$ cat config.mk
export PLATFORM = sky130hd
export DESIGN_NAME = tape_rd_pair_asm
export DESIGN_NICKNAME = d
export VERILOG_FILES = /design/src/rtl/tape_rd_pkg.sv /design/src/rtl/tape_ack_sync.sv /design/src/rtl/tape_byte_steer.sv /design/src/rtl/tape_hs_ctrl.sv /design/src/rtl/tape_rd_pair_asm.sv
export SDC_FILE = /design/constraint.sdc
export NUM_CORES = 1
export LEC_CHECK = 0
export ABC_AREA = 1
export BUFFER_PORTS_ARGS = -buffer_cell sky130_fd_sc_hd__buf_2
export CAP_MARGIN = 30
export CORE_UTILIZATION = 52
export CTS_CLUSTER_SIZE = 10
export DETAILED_ROUTE_END_ITERATION = 10
export PLACE_DENSITY = 0.82
export SLEW_MARGIN = 5
export SYNTH_ARGS = -nofsm -noshare
export SYNTH_HDL_FRONTEND = slang
export SYNTH_SLANG_ARGS = --single-unit
$ cat constraint.sdc
create_clock -name clk -period 2.8 [get_ports clk]
set_input_delay 0.28 -clock clk [delete_from_list [all_inputs] [get_ports clk]]
set_output_delay 0.28 -clock clk [all_outputs]
set_load 0.005 [all_outputs]
$ cat src/rtl/tape_rd_pkg.sv
package tape_rd_pkg;

  typedef enum logic {
    HALF_LO = 1'b0,
    HALF_HI = 1'b1
  } half_sel_t;

  function automatic half_sel_t flip_half(input half_sel_t cur);
    return (cur == HALF_LO) ? HALF_HI : HALF_LO;
  endfunction

  function automatic logic word_complete(input half_sel_t cur, input logic take);
    return take && (cur == HALF_HI);
  endfunction

endpackage

$ cat src/rtl/tape_ack_sync.sv
module tape_ack_sync #(
  parameter int STAGES = 2
) (
  input  logic clk,
  input  logic rst_n,
  input  logic ack_n,
  output logic ack_lvl,
  output logic ack_rise
);
  logic [STAGES-1:0] chain;
  logic              lvl_prev;

  generate
    for (genvar g = 0; g < STAGES; g++) begin : g_stage
      if (g == 0) begin : g_first
        always_ff @(posedge clk or negedge rst_n) begin
          if (!rst_n) chain[0] <= 1'b0;
          else        chain[0] <= ~ack_n;
        end
      end else begin : g_next
        always_ff @(posedge clk or negedge rst_n) begin
          if (!rst_n) chain[g] <= 1'b0;
          else        chain[g] <= chain[g-1];
        end
      end
    end
  endgenerate

  always_ff @(posedge clk or negedge rst_n) begin
    if (!rst_n) lvl_prev <= 1'b0;
    else        lvl_prev <= chain[STAGES-1];
  end

  assign ack_lvl  = chain[STAGES-1];
  assign ack_rise = chain[STAGES-1] & ~lvl_prev;
endmodule

$ cat src/rtl/tape_byte_steer.sv
module tape_byte_steer
  import tape_rd_pkg::*;
#(
  parameter int BYTE_W = 8,
  localparam int LANES = 2,
  localparam int WORD_W = BYTE_W * LANES
) (
  input  logic              clk,
  input  logic              rst_n,
  input  logic              load,
  input  half_sel_t         sel,
  input  logic [BYTE_W-1:0] din,
  output logic [WORD_W-1:0] word
);
  generate
    for (genvar l = 0; l < LANES; l++) begin : g_lane
      logic [BYTE_W-1:0] hold_q;
      logic              hit;
      assign hit = load && (int'(sel) == l);
      always_ff @(posedge clk or negedge rst_n) begin
        if (!rst_n)   hold_q <= '0;
        else if (hit) hold_q <= din;
      end
      assign word[l*BYTE_W +: BYTE_W] = hold_q;
    end
  endgenerate
endmodule

$ cat src/rtl/tape_hs_ctrl.sv
module tape_hs_ctrl
  import tape_rd_pkg::*;
(
  input  logic      clk,
  input  logic      rst_n,
  input  logic      rd_op,
  input  logic      ack_lvl,
  input  logic      ack_rise,
  input  logic      dma_done,
  output logic      accept,
  output half_sel_t sel,
  output logic      held,
  output logic      xfer_act,
  output logic      dma_req
);
  // A byte is taken on a fresh acknowledge or a remembered one, never under a pending request
  assign accept = rd_op && !dma_req && ack_lvl && (ack_rise || held);

  always_ff @(posedge clk or negedge rst_n) begin
    if (!rst_n) begin
      sel      <= HALF_LO;
      held     <= 1'b0;
      xfer_act <= 1'b0;
      dma_req  <= 1'b0;
    end else if (!rd_op) begin
      sel      <= HALF_LO;
      held     <= 1'b0;
      xfer_act <= 1'b0;
      dma_req  <= 1'b0;
    end else begin
      if (accept)                   held <= 1'b0;
      else if (ack_rise && dma_req) held <= 1'b1;
      else if (!ack_lvl)            held <= 1'b0;

      if (!ack_lvl)    xfer_act <= 1'b0;
      else if (accept) xfer_act <= 1'b1;

      if (accept)                   sel <= flip_half(sel);
      else if (dma_req && dma_done) sel <= HALF_LO;

      if (word_complete(sel, accept)) dma_req <= 1'b1;
      else if (dma_done)              dma_req <= 1'b0;
    end
  end
endmodule

$ cat src/rtl/tape_rd_pair_asm.sv
module tape_rd_pair_asm
  import tape_rd_pkg::*;
#(
  parameter int BYTE_W = 8,
  parameter int SYNC_STAGES = 2,
  localparam int WORD_W = 2 * BYTE_W
) (
  input  logic              clk,
  input  logic              rst_n,
  input  logic              rd_op,
  input  logic              ack_n,
  input  logic [BYTE_W-1:0] tape_data,
  output logic              xfer_n,
  output logic              dma_req,
  input  logic              dma_done,
  output logic [WORD_W-1:0] word_out
);
  logic      ack_lvl;
  logic      ack_rise;
  logic      accept;
  logic      held;
  logic      xfer_act;
  half_sel_t sel;

  tape_ack_sync #(.STAGES(SYNC_STAGES)) sync_i (
    .clk      (clk),
    .rst_n    (rst_n),
    .ack_n    (ack_n),
    .ack_lvl  (ack_lvl),
    .ack_rise (ack_rise)
  );

  tape_hs_ctrl ctrl_i (
    .clk      (clk),
    .rst_n    (rst_n),
    .rd_op    (rd_op),
    .ack_lvl  (ack_lvl),
    .ack_rise (ack_rise),
    .dma_done (dma_done),
    .accept   (accept),
    .sel      (sel),
    .held     (held),
    .xfer_act (xfer_act),
    .dma_req  (dma_req)
  );

  tape_byte_steer #(.BYTE_W(BYTE_W)) steer_i (
    .clk   (clk),
    .rst_n (rst_n),
    .load  (accept),
    .sel   (sel),
    .din   (tape_data),
    .word  (word_out)
  );

  assign xfer_n = ~xfer_act;
endmodule

# Yosys cells after proc, flatten, opt, wreduce, memory -nomap -nowiden
# Index checks and enable logic that the tools add are counted.
dict set report classes {
  n_addsub 0
  mul 0
  n_div 0
  n_lt_le_gt_ge 0
  n_eq_ne 4
  shift 0
  muxes 14
  n_bitwise 5
  reduce_logical 9
}
# op n
set ops {}
lappend ops {{$mux W1} 14}
lappend ops {{$logic_and A1 B1 Y1} 7}
lappend ops {{$ne A3 B1 Y1 const B} 2}
lappend ops {{$ne A4 B2 Y1 const B} 1}
lappend ops {{$not A1 Y1} 4}
lappend ops {{$ne A3 B2 Y1 const B} 1}
lappend ops {{$and A1 B1 Y1} 1}
lappend ops {{$logic_not A1 Y1} 1}
lappend ops {{$logic_or A1 B1 Y1} 1}
dict set report word_totals {
  regBits 23
  latch_bits 0
  mem_bits_rw 0
  rom_bits 0
  out_inout_bits 18
  elab_cells 41
  mem_count 0
}

# Longest topological paths before layout
# Gate-level depths: netlist of run 1.
dict set report depth {
  depth_word 7
  ltp_mapped 6
  mapped_depth_nobuf 6
}

# Hierarchy
# A second synthesis of run 1 with hierarchy kept.
dict set report unflattened {
  cells_unflattened 99
  area_unflattened_um2 942.2
}
# mod instances cells_per_inst area_per_inst_um2
set by_module_without_submodules {}
lappend by_module_without_submodules {tape_byte_steer 1 70 663.1}
lappend by_module_without_submodules {tape_hs_ctrl 1 22 186.4}
lappend by_module_without_submodules {tape_ack_sync 1 6 88.8}
lappend by_module_without_submodules {tape_rd_pair_asm 1 1 3.8}

# Worst setup path before layout of run 1
# Ideal clock, no wire load.
dict set report synth_path {
  kind {register to register}
  startpoint {register ctrl_i.dma_req}
  endpoint {register steer_i.g_lane[0].hold_q[0]}
  setup_ns 0.118
  arrival_ns 0.925
  required_ns 2.682
  slack_ns 1.757
  stages_incl_launch_ff 5
  period_less_slack_ns 1.043
  path_cell_list {dfrtp_1 > nor2_8 > nand3_2 > nand2_1 > nand2_1}
}
dict set report synth_between {
  elab_chain_cells 5
}
# item line
set synth_lines {}
lappend synth_lines {{start: declaration} tape_hs_ctrl.sv:14} ;# output logic dma_req
lappend synth_lines {{start signal: assignment} tape_hs_ctrl.sv:24} ;# dma_req <= 1'b0;
lappend synth_lines {{start signal: assignment} tape_hs_ctrl.sv:29} ;# dma_req <= 1'b0;
lappend synth_lines {{start signal: assignment} tape_hs_ctrl.sv:41} ;# if (word_complete(sel, accept)) dma_req <= 1'b1;
lappend synth_lines {{$logic_not A1 Y1} tape_hs_ctrl.sv:17} ;# assign accept = rd_op && !dma_req && ack_lvl && (ack_rise || held);
lappend synth_lines {{$logic_and A1 B1 Y1 (3 in series)} tape_hs_ctrl.sv:17}
lappend synth_lines {{$logic_and A1 B1 Y1} tape_byte_steer.sv:19} ;# assign hit = load && (int'(sel) == l);
lappend synth_lines {{end signal: assignment} tape_byte_steer.sv:22} ;# else if (hit) hold_q <= din;
lappend synth_lines {{end: declaration} tape_byte_steer.sv:17} ;# logic [BYTE_W-1:0] hold_q;
# No other way between the ends.
# A chain may end at the register's enable or synchronous reset.

# Worst setup path after layout of run 1
dict set report layout_path {
  startpoint {register ctrl_i.sel}
  endpoint {register steer_i.g_lane[0].hold_q[2]}
}
dict set report layout_between {
  elab_chain_cells 2
}
# item line
set layout_lines {}
lappend layout_lines {{start: declaration} tape_hs_ctrl.sv:11} ;# output half_sel_t sel,
lappend layout_lines {{start signal: assignment} tape_hs_ctrl.sv:38} ;# if (accept) sel <= flip_half(sel);
lappend layout_lines {{$not A1 Y1} tape_byte_steer.sv:19}
lappend layout_lines {{$logic_and A1 B1 Y1} tape_byte_steer.sv:19}
# No other way between the ends.

==> flow_metrics.py, run 1 <==
metrics = {
    "run_status": {
        "status": "finished clean",
    },
    "clocking": {
        "cts_tree": "yes",
        "cts-resized-gates": 0,
        "clockRootBuffer": "clkbuf_4",
        "cts_max_level": 1,
        "clk_pin_slew_ps": 120,
        "clock-sinks": 23,
        "clkLatencyLatePin_ps": 310,
        "numCtsBuffers": 3,
        "cts_buffer_depth": 2,
    },
    "synth": {
        "synth_area_sq_um": 943,
        "synth_edf_count": 0,
        "synth_top_flop_cell": "dfrtp_1",
        "synth_warnings": 0,
        "yosysMostFrequentCell": "nand2_1",
        "ys_top_cells_by_area": "dfrtp_1 (61%), nand2_1 (14%), nand4_1 (11%), inv_1 (2.4%), nand3_2 (2.1%)",
        "syn_inst": 95,
        "netlist.top_cell.by_area": "dfrtp_1",
        "syn-num-nets": 108,
        "synth-seq-area-share_pct": 61.0,
        "synth_cell_types": 16,
        "synth_commonest_cells": "nand2_1 (35), dfrtp_1 (23), nand4_1 (16)",
        "postSynthAreaPerCell_sq_um": 9.93,
        "synth-async-reset-ratio_pct": 100,
        "yosys.area.top_type_share_pct": 61.0,
        "ys_seq_elements": 23,
    },
    "critical_path": {
        "r2r_end": "steer_i.g_lane[0].hold_q[2]$_DFFE_PN0P_",
        "r2r_slack_ps": 1480,
        "cp_slowest_stage_delay_ps": 570,
        "critPathArrivalTime_ps": 1580,
        "end_kind": "register",
        "r2r_cells": 4,
        "crit_family": "flip-flops",
        "crit_path_cell_trace": "clkinv_1, nand3_2, nand2_1, nand2_1",
        "rr_startpoint": "ctrl_i.sel$_DFFE_PN0P_",
        "worstPathMaxFanout": 11,
        "crit_buf_inv": 1,
        "worst_setup_path_start_kind": "register",
        "slowest_stage": "dfrtp_1",
        "crit_top_cell": "nand2_1",
        "required_ps": 3050,
        "crit_type": "reg2reg",
    },
    "finish": {
        "seqCellArea_sq_um": 576,
        "antennaDiodeCount": 0,
        "syn_to_final_growth_pct": 20.7,
        "fillerInstances": 152,
        "drive_gt1_share_pct": 31.5,
        "multiInputGateArea_sq_um": 318,
        "fin_nets": 141,
        "design_area_sq_mm": 0.00114,
    },
    "placement": {
        "hpwl_um": 1280,
        "dpl_cell_area_sq_mm": 0.00110,
        "io_buffers": 30,
        "place_congestion": 0.753,
    },
    "sta": {
        "relSlewSlack_pct": 68.0,
        "maxSlewViolCount": 0,
        "worst_pin_slew_ps": 480,
        "fin_setup_tns_ps": 0,
        "setup_violations": 0,
        "period_minus_slack_ps": 1320,
        "hold_violations": 0,
        "fin_skew_ps": 3.34,
        "rsz0062_at_grt": "no",
        "finalCritPeriodShare_pct": 47.2,
        "fmax_mhz": 757,
    },
    "worst_hold_path": {
        "hold_class": "in2reg",
        "min_from": "ack_n",
        "whs_endpoint": "sync_i.chain[0]$_DFF_PN0_",
        "whs_path_depth": 2,
    },
    "drt": {
        "postRouteWirelength_um": 1720,
        "post-route-drc-count": 0,
        "detail_route.vias_per_cell": 4.78,
        "vias": 727,
        "drtPass1Iterations": 6,
        "wire_per_inst_um": 11.3,
        "detail-route-antenna-nets": 0,
        "drt_first_iter_violations": 16,
    },
    "grt": {
        "grt_pass1_vias": 655,
        "grt_overflow": 0,
        "grtUsageTotal_pct": 19.7,
        "antenna_found_initial": 0,
        "grt_max_degree": 24,
        "grt_pass1_wl_um": 2820,
    },
    "die": {
        "start_util_pct": 55.2,
        "fp.dieH_um": 44.6,
        "die_w_um": 44.6,
        "die_area_sq_mm": 0.00199,
        "core-area_sq_mm": 0.00171,
        "io_pins": 31,
        "rows": 15,
    },
    "job": {
        "maxCapViolations": 0,
    },
    "pwr": {
        "irDropWorstVdd_mv": 0.391,
        "leakage_nw": 0.637,
        "p_per_area_mw_per_mm2": 582,
    },
}
-- worst max path at each step --
| stage | start | to | slack (ps) | depth (start not counted) |
|---|---|---|---|---|
| 2_1_floorplan | ctrl_i.dma_req$_DFFE_PN0P_ | steer_i.g_lane[0].hold_q[0]$_DFFE_PN0P_ | 1760 | 4 |
| 3_3_place_gp | ctrl_i.sel$_DFFE_PN0P_ | steer_i.g_lane[0].hold_q[7]$_DFFE_PN0P_ | 1590 | 4 |
| 3_5_place_dp | ctrl_i.sel$_DFFE_PN0P_ | steer_i.g_lane[0].hold_q[2]$_DFFE_PN0P_ | 1530 | 4 |
| 4_1_cts | ctrl_i.sel$_DFFE_PN0P_ | steer_i.g_lane[0].hold_q[2]$_DFFE_PN0P_ | 1490 | 4 |
| 5_1_grt | ctrl_i.sel$_DFFE_PN0P_ | steer_i.g_lane[0].hold_q[5]$_DFFE_PN0P_ | 1320 | 4 |
| 6_report | ctrl_i.sel$_DFFE_PN0P_ | steer_i.g_lane[0].hold_q[2]$_DFFE_PN0P_ | 1480 | 4 |
-- layout make-up --
type                            count  area share, %
Tap cell                           25           2.75
Clock inverter                      1          0.440
Sequential cell                    23           50.5
Clock buffer                        3           1.98
Timing Repair Buffer               31           14.1
Inverter                            7           2.31
Multi-Input combinational cell     62           27.9
-- where the power goes --
part	switching (mW)	total (mW)	internal [mW]	leakage (nW)
combinational	0.0619	0.114	0.0524	0.321
clock	0.0961	0.149	0.0534	0.0177
sequential	0.0238	0.399	0.375	0.298
total	0.182	0.663	0.481	0.637
-- state kept, by name, indices dropped and copies added, names as in the netlist --
signal	count
sync_i.chain	1
ctrl_i.xfer_act	1
ctrl_i.held	1
sync_i.ack_lvl	1
sync_i.lvl_prev	1
ctrl_i.dma_req	1
steer_i.g_lane.hold_q	16
ctrl_i.sel	1
-- routing by layer --
metal	vias to the layer above	track usage (%)	part of all wire (%)
met5	-	0	0
met4	0	10.3	1.2
met3	4	4.08	3.1
met2	19	28.8	48
met1	323	27.5	47
li1	381	-	-
-- cells by family (layout without fill, tap and decap cells) --
kind of cell	Yosys count	in the layout	share of synthesized area, %
and+or+nand+nor	58	58	31.3
AOI/OAI and AO/OA	4	4	2.39
DFF	23	23	61.0
buffers and inverters	10	42	5.30
-- stage by stage --
| step | util [%] | power [mW] | worst slack (ps) | instances | hold WS, ps |
|---|---|---|---|---|---|
| final | 66.7 | 0.663 | 1480 | 152 | 89.4 |
| after global routing | 66.7 | 0.700 | 1320 | 152 | 87.1 |
| after CTS | 66.7 | 0.669 | 1490 | 152 | 84.6 |
| after detailed placement | 64.5 | 0.521 | 1530 | 147 | 278 |
| after global placement | 64.5 | 0.515 | 1590 | 147 | 262 |
| after floorplan | - | 0.457 | 1760 | 95 | -15.6 |
-- repair_timing --
| action | CTS | global route |
|---|---|---|
| hold buffers | 1 | 0 |
| buffers inserted | 0 | 0 |
| endpoints found under the setup margin | 0 | 0 |
| endpoints found under the hold margin | 23 | 0 |
-- cells in the final DEF (no fill, tap or decap), drive strengths merged --
cell type,count
o21ai,2
inv,6
clkbuf,3
a21oi,1
dfrtp,23
a211oi,1
or2,1
buf,30
nor2,1
nand4,16
nand2,37
dlygate4sd3,1
nand3,3
clkinv,2
No activity file was read; power rests on OpenSTA's default activity.
==> run 2: changes to the inputs <==
--- a/config.mk
+++ b/config.mk
@@ -8,10 +8,10 @@
 export ABC_AREA = 1
 export BUFFER_PORTS_ARGS = -buffer_cell sky130_fd_sc_hd__buf_2
 export CAP_MARGIN = 30
-export CORE_UTILIZATION = 52
+export CORE_UTILIZATION = 48
 export CTS_CLUSTER_SIZE = 10
 export DETAILED_ROUTE_END_ITERATION = 10
-export PLACE_DENSITY = 0.82
+export PLACE_DENSITY = 0.76
 export SLEW_MARGIN = 5
 export SYNTH_ARGS = -nofsm -noshare
 export SYNTH_HDL_FRONTEND = slang
==> constraint.sdc (replaced) <==
create_clock -name clk -period 1.29 [get_ports clk]
set_input_delay 0.129 -clock clk [delete_from_list [all_inputs] [get_ports clk]]
set_output_delay 0.129 -clock clk [all_outputs]
set_load 0.005 [all_outputs]
==> run 2 against run 1 <==
Net effect: cell area rose by 2.9%; clock skew fell by 1.6 ps; non-clock buffer count rose by 4; via count rose by 2.5%; routed wire length rose by 9.0%; sequential share of layout area fell by 1.4 points; critical path type unchanged; critical endpoint is now steer_i.g_lane[0].hold_q[3]$_DFFE_PN0P_; highest routed layer unchanged.
==> flow_metrics.py, run 2 (synthesized netlist as in run 1, its figures left out) <==
metrics = {
    "run_status": {
        "status": "finished clean",
    },
    "critical_path": {
        "crit_buf_inv": 1,
        "crit_family": "flip-flops",
        "end_kind": "register",
        "worstPathMaxFanout": 13,
        "slowest_stage": "dfrtp_1",
        "crit_path_cell_trace": "nor2_8, buf_4, nand4_1, nand2_1",
        "crit_type": "reg2reg",
        "critPathArrivalTime_ps": 1390,
        "worst_setup_path_start_kind": "register",
        "required_ps": 1530,
        "cp_slowest_stage_delay_ps": 480,
    },
    "clocking": {
        "cts-resized-gates": 0,
        "numCtsBuffers": 3,
        "clk_pin_slew_ps": 120,
        "clockRootBuffer": "clkbuf_4",
        "cts_max_level": 1,
        "clock-sinks": 23,
        "clkLatencyLatePin_ps": 300,
        "cts_buffer_depth": 2,
        "postCtsSetupBuffers": 0,
        "ctsHoldBuffers": 2,
        "cts_tree": "yes",
    },
    "grt": {
        "antenna_found_initial": 0,
        "grt_pass1_vias": 660,
        "grt_max_degree": 24,
        "grt_overflow": 0,
        "grtUsageTotal_pct": 19.8,
        "grt_pass1_wl_um": 2980,
    },
    "pwr": {
        "leakage_nw": 0.656,
        "p_per_area_mw_per_mm2": 1240,
        "irDropWorstVdd_mv": 0.786,
    },
    "finish": {
        "final_common_cell": "nand2_1",
        "syn_to_final_growth_pct": 24.1,
        "drive_gt1_share_pct": 32.8,
        "largest_register_ffs": 16,
        "antennaDiodeCount": 0,
        "utilization_pct": 65.7,
        "stdcell_count": 156,
        "mostFrequentLayoutCells": "nand2_1 (35), buf_2 (30), dfrtp_1 (23), nand4_1 (16), inv_1 (6)",
        "regMostFlops": "steer_i.g_lane.hold_q",
        "fillerInstances": 157,
        "fin_nets": 145,
    },
    "placement": {
        "place_congestion": 0.735,
        "dpl.cell_count": 150,
        "hpwl_um": 1430,
        "io_buffers": 30,
    },
    "drt": {
        "postRouteWirelength_um": 1870,
        "drtPass1Iterations": 4,
        "post-route-drc-count": 0,
        "detail-route-antenna-nets": 0,
        "top_layer": "met4",
        "wire_per_inst_um": 12.0,
        "detail_route.vias_per_cell": 4.78,
        "vias": 745,
        "wl_met3_um": 48,
        "drt_first_iter_violations": 24,
        "wl_met1_um": 881,
        "met2WireLength_um": 932,
    },
    "die": {
        "start_util_pct": 52.9,
        "rows": 15,
        "core-area_sq_mm": 0.00178,
        "die_area_sq_mm": 0.00215,
        "fp.dieH_um": 46.3,
        "die_w_um": 46.3,
        "io_pins": 31,
    },
    "sta": {
        "period_minus_slack_ps": 1140,
        "fin_skew_ps": 1.72,
        "hold_slack_ps": 87.1,
        "fin_setup_tns_ps": 0,
        "relSlewSlack_pct": 68.8,
        "rsz0062_at_grt": "no",
        "maxSlewViolCount": 0,
        "setup_violations": 0,
        "hold_violations": 0,
        "worst_pin_slew_ps": 468,
        "finalCritPeriodShare_pct": 88.6,
        "fmax_mhz": 875,
    },
    "job": {
        "maxCapViolations": 0,
    },
    "worst_hold_path": {
        "hold_class": "in2reg",
    },
}
-- run 2: per-stage QoR --
| step | power, mW | instance area [sq um] | setup WS (ps) |
|---|---|---|---|
| 2_1_floorplan | 0.993 | 943 | 247 |
| 3_3_place_gp | 1.13 | 1120 | 219 |
| 3_5_place_dp | 1.14 | 1120 | 165 |
| 4_1_cts | 1.47 | 1170 | 147 |
| 5_1_grt | 1.54 | 1170 | 6.00 |
| 6_report | 1.45 | 1170 | 147 |
-- run 2: area by class of cell --
class                      count  area (sq um)  share of cell area [%]
clock buffer                   3          22.5                    1.92
sequential                    23           576                    49.1
tap                           25          31.3                    2.67
timing repair buffer          35           193                    16.5
inverter                       7          26.3                    2.24
multi-input combinational     62           318                    27.1
clock inverter                 1          5.00                   0.427
-- run 2: final timing paths --
kind,startpoint,to,slack (ps),depth (start not counted)
setup / recovery,ctrl_i.dma_req$_DFFE_PN0P_,steer_i.g_lane[0].hold_q[3]$_DFFE_PN0P_,150,4
hold / removal,tape_data[4],steer_i.g_lane[1].hold_q[4]$_DFFE_PN0P_,90,3
setup reg to reg,ctrl_i.dma_req$_DFFE_PN0P_,steer_i.g_lane[0].hold_q[3]$_DFFE_PN0P_,150,4
hold reg to reg,sync_i.chain[0]$_DFF_PN0_,sync_i.ack_lvl$_DFF_PN0_,360,0
max in group asynchronous,rst_n,steer_i.g_lane[1].hold_q[2]$_DFFE_PN0P_,650,2
min in group asynchronous,rst_n,sync_i.chain[0]$_DFF_PN0_,320,2
-- run 2: metal layers --
layer	vias up	GRT usage (%)
met2	15	31.9
met1	338	28.8
met3	2	2.35
li1	390	-
met5	-	0
met4	0	3.53
-- run 2: tightest hold or removal path, stage by stage --
cell and delay (ps):
buf_2 110, nand4_1 80, nand2_1 50
-- run 2: report_power, final --
part	switching [mW]	internal, mW
registers	0.0503	0.815
logic	0.142	0.122
clock network	0.206	0.115
total	0.398	1.05
==> run 3: changes to the inputs <==
--- a/config.mk
+++ b/config.mk
@@ -6,12 +6,12 @@
 export NUM_CORES = 1
 export LEC_CHECK = 0
 export ABC_AREA = 1
-export BUFFER_PORTS_ARGS = -buffer_cell sky130_fd_sc_hd__buf_2
 export CAP_MARGIN = 30
-export CORE_UTILIZATION = 48
+export CORE_UTILIZATION = 55
 export CTS_CLUSTER_SIZE = 10
 export DETAILED_ROUTE_END_ITERATION = 10
-export PLACE_DENSITY = 0.76
+export DONT_BUFFER_PORTS = 1
+export PLACE_DENSITY = 0.7
 export SLEW_MARGIN = 5
 export SYNTH_ARGS = -nofsm -noshare
 export SYNTH_HDL_FRONTEND = slang
==> run 3 against run 2 <==
Net effect: the flow now finishes with violations (design-rule violations); flip-flop and latch count unchanged; hold slack got worse by 66 ps; sequential power grew 2.4%; clock-buffer cell count stayed put; critical path depth did not move; maximum frequency shrank 0.34%; critical path type unchanged; largest power group unchanged.
==> flow_metrics.py, run 3 (synthesized netlist as in run 1, its figures left out) <==
metrics = {
    "sta": {
        "fin_skew_ps": 3.78,
        "period_minus_slack_ps": 1150,
        "relSlewSlack_pct": 78.1,
        "worst_pin_slew_ps": 328,
        "hold_violations": 0,
        "finalCritPeriodShare_pct": 88.9,
        "fmax_mhz": 872,
        "setup_violations": 0,
        "rsz0062_at_grt": "no",
        "maxSlewViolCount": 0,
        "fin_setup_tns_ps": 0,
    },
    "critical_path": {
        "r2r_cells": 4,
        "crit_top_cell": "nand2_1",
        "cp_slowest_stage_delay_ps": 490,
        "crit_path_cell_trace": "nor2_8, nand3_2, nand2_1, nand2_1",
        "critPathArrivalTime_ps": 1360,
        "crit_family": "simple AND/OR/NAND/NOR gates",
        "worst_setup_path_start_kind": "register",
        "cp_num_cells": 4,
        "r2r_slack_ps": 140,
        "crit_buf_inv": 0,
        "slowest_stage": "dfrtp_1",
        "worstPathMaxFanout": 9,
        "cp-startpoint": "ctrl_i.dma_req$_DFFE_PN0P_",
        "end_kind": "register",
        "required_ps": 1500,
        "crit_type": "reg2reg",
        "rr_startpoint": "ctrl_i.dma_req$_DFFE_PN0P_",
    },
    "placement": {
        "io_buffers": 0,
        "hpwl_um": 1170,
        "place_congestion": 0.712,
        "dpl.cell_count": 111,
        "dpl_cell_area_sq_um": 962,
    },
    "run_status": {
        "status": "complete, but fails checks",
        "violations": "design-rule violations",
    },
    "drt": {
        "detail_route.vias_per_cell": 5.39,
        "drtPass1Iterations": 7,
        "wire_per_inst_um": 13.9,
        "drt_first_iter_violations": 11,
        "postRouteWirelength_um": 1770,
        "detail-route-antenna-nets": 0,
        "vias": 684,
        "post-route-drc-count": 6,
    },
    "grt": {
        "grt_pass1_wl_um": 2940,
        "grtUsageTotal_pct": 21.7,
        "grt_pass1_vias": 691,
        "grt_overflow": 0,
        "antenna_found_initial": 0,
        "grt_max_degree": 24,
    },
    "die": {
        "die_area_sq_mm": 0.00188,
        "start_util_pct": 60.5,
        "fp.dieH_um": 43.4,
        "die_w_um": 43.4,
        "core-area_sq_mm": 0.00156,
        "io_pins": 31,
        "rows": 14,
    },
    "finish": {
        "utilization_pct": 71.3,
        "stdcell_count": 127,
        "syn_to_final_growth_pct": 17.8,
        "antennaDiodeCount": 0,
        "seqCellArea_sq_um": 576,
        "largest_register_ffs": 16,
        "mostFrequentLayoutCells": "nand2_1 (35), dfrtp_1 (23), nand4_1 (16), dlygate4sd3_1 (11), inv_1 (6)",
        "multiInputGateArea_sq_um": 318,
        "fillerInstances": 121,
        "regMostFlops": "steer_i.g_lane.hold_q",
        "design_area_sq_mm": 0.00111,
        "fin_nets": 125,
        "final_common_cell": "nand2_1",
        "drive_gt1_share_pct": 12.6,
    },
    "pwr": {
        "p_per_area_mw_per_mm2": 1250,
        "irDropWorstVdd_mv": 1.07,
        "p_total_mw": 1.39,
        "leakage_nw": 0.567,
    },
    "job": {
        "maxCapViolations": 0,
    },
    "clocking": {
        "cts-resized-gates": 0,
        "clkLatencyLatePin_ps": 300,
        "cts_buffer_depth": 2,
        "clk_pin_slew_ps": 130,
        "cts_tree": "yes",
        "clockRootBuffer": "clkbuf_4",
        "ctsHoldBuffers": 11,
        "clock-sinks": 23,
        "cts_max_level": 1,
        "postCtsSetupBuffers": 0,
        "numCtsBuffers": 3,
    },
    "worst_hold_path": {
        "whs_path_depth": 2,
        "min_from": "rd_op",
        "hold_class": "in2reg",
    },
}
==> run 3: changes by cell type in the layout (fill, tap and decap cells not counted) <==
cell and change:
buf_6 +1, buf_2 -30, dlygate4sd3_1 +9
==> run 3: layout make-up <==
class | count | area share [%]
sequential | 23 | 51.8
inverter | 7 | 2.36
multi-input combinational | 62 | 28.6
clock inverter | 1 | 0.450
timing repair buffer | 15 | 13.0
clock buffer | 3 | 2.03
tap | 16 | 1.80
==> run 3: final timing paths <==
kind / endpoint
worst min register to register: sync_i.ack_lvl$_DFF_PN0_
max in group asynchronous: steer_i.g_lane[0].hold_q[6]$_DFFE_PN0P_
worst max-delay path: steer_i.g_lane[1].hold_q[2]$_DFFE_PN0P_
worst min-delay path: ctrl_i.held$_DFFE_PN0P_
min in group asynchronous: steer_i.g_lane[1].hold_q[6]$_DFFE_PN0P_
worst max register to register: steer_i.g_lane[1].hold_q[2]$_DFFE_PN0P_
==> run 3: per-stage QoR <==
| step | worst slack (ps) | hold slack [ps] |
|---|---|---|
| 3_5_place_dp | 168 | -166 |
| 6_report | 143 | 21.0 |
| 4_1_cts | 149 | 13.0 |
| 5_1_grt | 57.3 | 6.81 |
| 3_3_place_gp | 176 | -166 |
| 2_1_floorplan | 247 | -167 |
==> run 3: power breakdown <==
part / switching, mW / leakage, nW / internal [mW]
clock: 0.210 / 0.0177 / 0.116
combinational: 0.101 / 0.252 / 0.0739
sequential: 0.0711 / 0.298 / 0.815
==> run 3: layer usage <==
layer,GRT usage (%),vias up,routed length (um)
met3,5.83,2,122
met5,0,-,0
met1,28.1,307,866
li1,-,348,-
met4,9.38,0,14
met2,34.5,27,764
